File: src/rtl/clkmeas_pkg.sv
package clkmeas_pkg;
    localparam int SEL_W = 2;
    localparam logic [SEL_W-1:0] SEL_OFF = 2'b11;

    typedef enum logic {
        MS_IDLE = 1'b0,
        MS_RUN  = 1'b1
    } meas_state_e;
endpackage

File: src/rtl/clkmeas_window.sv
module clkmeas_window #(
    parameter int WIN_LOG2 = 9
) (
    input  logic clk,
    input  logic rst_n,
    input  logic clear,
    input  logic run,
    input  logic tick,
    output logic last
);
    typedef struct packed {
        logic [WIN_LOG2-1:0] ticks;
    } win_t;

    win_t win_d, win_q;

    always_comb begin
        win_d = win_q;
        if (clear) begin
            win_d.ticks = '0;
        end else if (run && tick) begin
            win_d.ticks = win_q.ticks + 1'b1;
        end
    end

    assign last = run && tick && (win_q.ticks == {WIN_LOG2{1'b1}});

    always_ff @(posedge clk or negedge rst_n) begin
        if (!rst_n) begin
            win_q <= '0;
        end else begin
            win_q <= win_d;
        end
    end
endmodule

File: src/rtl/clkmeas_evcount.sv
module clkmeas_evcount #(
    parameter int NUM_DEC = 3,
    parameter int CNT_W   = 16,
    parameter int SEL_W   = 2
) (
    input  logic               clk,
    input  logic               rst_n,
    input  logic               clear,
    input  logic               run,
    input  logic [NUM_DEC-1:0] evt,
    input  logic [SEL_W-1:0]   sel,
    output logic               hit,
    output logic [CNT_W-1:0]   count,
    output logic [CNT_W-1:0]   count_next
);
    localparam logic [CNT_W-1:0] CNT_MAX = {CNT_W{1'b1}};

    typedef struct packed {
        logic [CNT_W-1:0] cnt;
    } cnt_t;

    cnt_t cnt_d, cnt_q;
    logic [NUM_DEC-1:0] match;

    for (genvar g = 0; g < NUM_DEC; g++) begin : g_match
        assign match[g] = evt[g] && (sel == SEL_W'(g));
    end

    assign hit = run && (|match);

    always_comb begin
        cnt_d = cnt_q;
        if (clear) begin
            cnt_d.cnt = '0;
        end else if (hit && (cnt_q.cnt != CNT_MAX)) begin
            cnt_d.cnt = cnt_q.cnt + 1'b1;
        end
    end

    assign count      = cnt_q.cnt;
    assign count_next = cnt_d.cnt;

    always_ff @(posedge clk or negedge rst_n) begin
        if (!rst_n) begin
            cnt_q <= '0;
        end else begin
            cnt_q <= cnt_d;
        end
    end
endmodule

File: src/rtl/syncbit_clkmeas.sv
module syncbit_clkmeas
    import clkmeas_pkg::*;
#(
    parameter int NUM_DEC  = 3,
    parameter int WIN_LOG2 = 9,
    parameter int CNT_W    = 16
) (
    input  logic               clk,
    input  logic               rst_n,
    input  logic               cfg_wr,
    input  logic [1:0]         cfg_sel,
    input  logic [NUM_DEC-1:0] sync_evt,
    input  logic               ref_tick,
    output logic [CNT_W-1:0]   meas_result
);
    typedef struct packed {
        meas_state_e      st;
        logic [SEL_W-1:0] sel;
        logic [CNT_W-1:0] res;
    } ctrl_t;

    ctrl_t ctl_d, ctl_q;

    logic             req_start;
    logic             req_stop;
    logic             meas_run;
    logic             win_last;
    logic             ev_hit;
    logic [CNT_W-1:0] ev_count;
    logic [CNT_W-1:0] ev_count_next;

    assign req_start = cfg_wr && (cfg_sel != SEL_OFF);
    assign req_stop  = cfg_wr && (cfg_sel == SEL_OFF);
    assign meas_run  = (ctl_q.st == MS_RUN) && !cfg_wr;

    clkmeas_window #(
        .WIN_LOG2 (WIN_LOG2)
    ) u_window (
        .clk   (clk),
        .rst_n (rst_n),
        .clear (cfg_wr),
        .run   (meas_run),
        .tick  (ref_tick),
        .last  (win_last)
    );

    clkmeas_evcount #(
        .NUM_DEC (NUM_DEC),
        .CNT_W   (CNT_W),
        .SEL_W   (SEL_W)
    ) u_count (
        .clk        (clk),
        .rst_n      (rst_n),
        .clear      (cfg_wr),
        .run        (meas_run),
        .evt        (sync_evt),
        .sel        (ctl_q.sel),
        .hit        (ev_hit),
        .count      (ev_count),
        .count_next (ev_count_next)
    );

    always_comb begin
        ctl_d = ctl_q;
        if (req_start) begin
            ctl_d.st  = MS_RUN;
            ctl_d.sel = cfg_sel;
            ctl_d.res = '0;
        end else if (req_stop) begin
            ctl_d.st  = MS_IDLE;
            ctl_d.res = '0;
        end else if (win_last) begin
            ctl_d.st  = MS_IDLE;
            ctl_d.res = ev_count_next;
        end
    end

    always_ff @(posedge clk or negedge rst_n) begin
        if (!rst_n) begin
            ctl_q <= '{st: MS_IDLE, sel: '0, res: '0};
        end else begin
            ctl_q <= ctl_d;
        end
    end

    assign meas_result = ctl_q.res;
endmodule

File: config.mk
export PLATFORM = sky130hd
export DESIGN_NAME = syncbit_clkmeas
export DESIGN_NICKNAME = d
export VERILOG_FILES = /design/src/rtl/clkmeas_pkg.sv /design/src/rtl/clkmeas_window.sv /design/src/rtl/clkmeas_evcount.sv /design/src/rtl/syncbit_clkmeas.sv
export SDC_FILE = /design/constraint.sdc
export NUM_CORES = 1
export LEC_CHECK = 0
export BUFFER_PORTS_ARGS = -buffer_cell sky130_fd_sc_hd__buf_2
export CORE_MARGIN = 8
export CORE_UTILIZATION = 40
export DETAILED_ROUTE_END_ITERATION = 7
export GPL_TIMING_DRIVEN = 0
export HOLD_SLACK_MARGIN = 0.12
export SETUP_SLACK_MARGIN = 0.05
export SYNTH_ARGS = -nofsm -noshare
export SYNTH_HDL_FRONTEND = slang
export SYNTH_SLANG_ARGS = --single-unit
File: constraint.sdc
create_clock -name clk -period 2.5 [get_ports clk]
set_clock_uncertainty 0.1 [all_clocks]
set_input_delay 0.25 -clock clk [delete_from_list [all_inputs] [get_ports clk]]
set_output_delay 0.25 -clock clk [all_outputs]
set_load 0.02 [all_outputs]
==> run_results.csv <==
group,metric,value,unit
status,status,"finished, final reports clean",
detailed_routing,antenna_left,0,
synthesis,yosysTopAreaCellShare,47.2,%
synthesis,synth_warnings,0,
floorplan,die_area,8530,um^2
clock_network,clk_latency,0.30,ns
setup_path,end_kind,"flip-flop",
sta,rsz0062_at_grt,"no",
synthesis,synth_fp_nets,260,
clock_network,cts_tree,"yes",
clock_network,cts_buffers,5,
clock_network,clock_path_buffers,2,
floorplan,ios,25,
clock_network,cts_setup_buffers,0,
synthesis,yosys.area.top_type,"dfrtp_1",
setup_path,arrival,2.49,ns
synthesis,postSynthAreaPerCell,9.40,um^2
run,maxCapViolCount,0,
synthesis,ys_ff_latch,44,
sta,layout_min_cycle_time,2.35,ns
pwr,fin_total_pwr,1.30,mW
sta,worst_slew_pin_slew,0.971,ns
place,gp_congestion,0.797,
pwr,ir_worst_vdd,0.284,mV
synthesis,synth_common_cells,"dfrtp_1 (44), nor2_1 (26), nand3_1 (25), buf_4 (16), nand2_1 (14)",
sta,hold_viol_final,0,
pwr,p_int,0.974,mW
grt,track_usage,12.4,%
pwr,pwr_density_cell,486,nW/um^2
floorplan,rows,28,
clock_network,clock-root-buffer,"clkbuf_8",
sta,tns,0,ns
grt,grt-ovfl-total,0,
pwr,combPwrFrac,7.7,%
finish,syn_to_final_growth,14.3,%
synthesis,postSynthCellCount,248,
pwr,pwr-share-clk,35.6,%
setup_path,cp_max_fo,8,
place,postPlaceCellArea,2540,um^2
sta,whs,0.134,ns
grt,grt_pass1_vias,1845,
finish,stdcell_area,2670,um^2
detailed_routing,route.vias.total,1833,
detailed_routing,route.detailed.drc,0,
sta,max_freq,425,MHz
detailed_routing,viasPerCell,5.13,
sta,finalMaxSlewViolations,0,
pwr,p_leak,1.21,nW
clock_network,clk_pin_slew,0.08,ns
grt,antenna_found_initial,0,
finish,diodes,0,
detailed_routing,routedWlPerCell,13.8,um
clock_network,h-tree-depth,2,
grt,grt_max_degree,45,
clock_network,cts_sinks,44,
detailed_routing,dr.pass1.iters,4,
finish,drive_gt1_share,19.9,%
hold_path,hold_class,"in -> reg",
synthesis,yosys.cell_count.top_type,"dfrtp_1",
floorplan,initial_core_util,40.3,%
synthesis,synth_cell_type_count,36,
detailed_routing,finalWirelength,4920,um
setup_path,crit_path_start_kind,"flip-flop",
synthesis,ys.flop_type,"dfrtp_1",
sta,period_share,94.2,%
pwr,swShare,24.8,%
pwr,power.switching,0.321,mW
grt,grt_pass1_wl,8690,um
floorplan,die_y,92.4,um
pwr,seq_power_share,56.7,%
setup_path,criticalPathCategory,"reg -> reg",
synthesis,synthArstFlopShare,100,%
setup_path,critPathRequiredTime,2.63,ns
sta,finalSetupViolations,0,
detailed_routing,initialDrtViolationCount,96,
floorplan,fp.coreArea,5780,um^2
place,portBuffers,23,
sta,slew_headroom,35.3,%
finish,nets,293,
synthesis,yosysSeqAreaShare,47.2,%
synthesis,syn_area,2330,um^2
synthesis,yosys-top-cells-area,"dfrtp_1 (47%), nand3_1 (5.4%), buf_4 (5.2%), nor2_1 (4.2%), xnor2_1 (3.8%)",
synthesis,synth_edf_count,0,
finish,final_util,46.1,%
floorplan,die_w,92.4,um
place,place_hpwl,3580,um
==> critical path, cell delays in order, from the launching register on <==
cell      delay [ns]
dfrtp_1         0.43
ha_1            0.23
and3_1          0.17
and4bb_4        0.24
or3_1           0.30
buf_2           0.18
or4_1           0.51
a21oi_1         0.14
==> logic make-up (layout without fill, tap and decap cells) <==
logic type,count (synthesis),after routing,share of synthesized area (%)
and+or+nand+nor,108,108,24.4
DFF,44,44,47.2
muxes,2,2,0.858
buffers and inverters,34,68,8.21
xor gates and xnor gates,17,17,6.38
adders and majority gates,3,3,1.61
AOI/OAI and AO/OA,40,40,11.4
==> area by class of cell <==
cell class	instances	area, um^2
plain buffers	29	175
clock buffers	6	82.6
flip-flops and latches	44	1100
well taps	75	93.8
multi-input cells	170	1040
repair buffers	26	145
inverters	5	18.8
clock inverters	2	10.0
fillers	569	3110
==> sequential cells by signal, indices dropped and copies added, names as in the netlist <==
name            cells
meas_result        16
ctl_q               3
u_window.win_q      9
u_count.count      16
==> metrics by stage <==
step / setup slack, ns / instances
global placement: 0.0435 / 346
global route: 0.0506 / 357
floorplan: 0.281 / 248
finish: 0.145 / 357
detailed placement: 0.0148 / 346
CTS: 0.0795 / 357
==> final timing paths <==
check                                      startpoint                       endpoint  slack [ns]  cells after the start
max                        u_count.count[0]$_DFF_PN0_    u_count.count[15]$_DFF_PN0_        0.15                      7
min                                            cfg_wr    u_count.count[15]$_DFF_PN0_        0.13                      2
max reg2reg                u_count.count[0]$_DFF_PN0_    u_count.count[15]$_DFF_PN0_        0.15                      7
min reg2reg                meas_result[4]$_DFFE_PN0P_     meas_result[4]$_DFFE_PN0P_        0.42                      2
max in group asynchronous                       rst_n     meas_result[2]$_DFFE_PN0P_        1.16                      2
min in group asynchronous                       rst_n  u_window.win_q[8]$_DFFE_PN0P_        0.55                      2
==> layer usage <==
layer  track usage (%)  vias up  routed length, um
li1                  -      941                  -
met1              15.7      869               2400
met2              20.4       19               2350
met3              2.83        4                132
met4              4.16        0                 42
met5                 0        -                  0
==> layout by cell type (no fill, tap or decap), types with 3 or more instances in the layout <==
cell type	Yosys	layout
clkbuf_1	10	8
or4_1	5	5
buf_2	3	26
ha_1	3	3
or3_1	4	4
a21oi_1	11	11
and3_1	7	7
clkbuf_8	0	6
dlygate4sd3_1	0	3
inv_1	5	5
buf_4	16	16
dfrtp_1	44	44
xnor2_1	10	10
nor2_1	26	26
o21ai_0	13	13
nand2_1	14	14
nor4_1	8	8
a31oi_1	4	4
nand4_1	8	8
xor2_1	7	7
nand3_1	25	25
==> repair_timing <==
item                                   CTS  global route
setup endpoints to repair                6            11
cloned                                   0             0
endpoints found under the hold margin   46             0
hold buffers                             3             0
resized for setup                        1             3
==> power by group through the flow <==
stage                     Clock (mW)  Combinational, mW  Sequential [mW]
after floorplan                    0             0.0597            0.746
after global placement             0             0.0971            0.748
after detailed placement           0             0.0988            0.748
after CTS                      0.483              0.103            0.734
after global routing           0.512              0.114            0.736
final                          0.461              0.100            0.734
No activity file was read; power rests on OpenSTA's default activity.
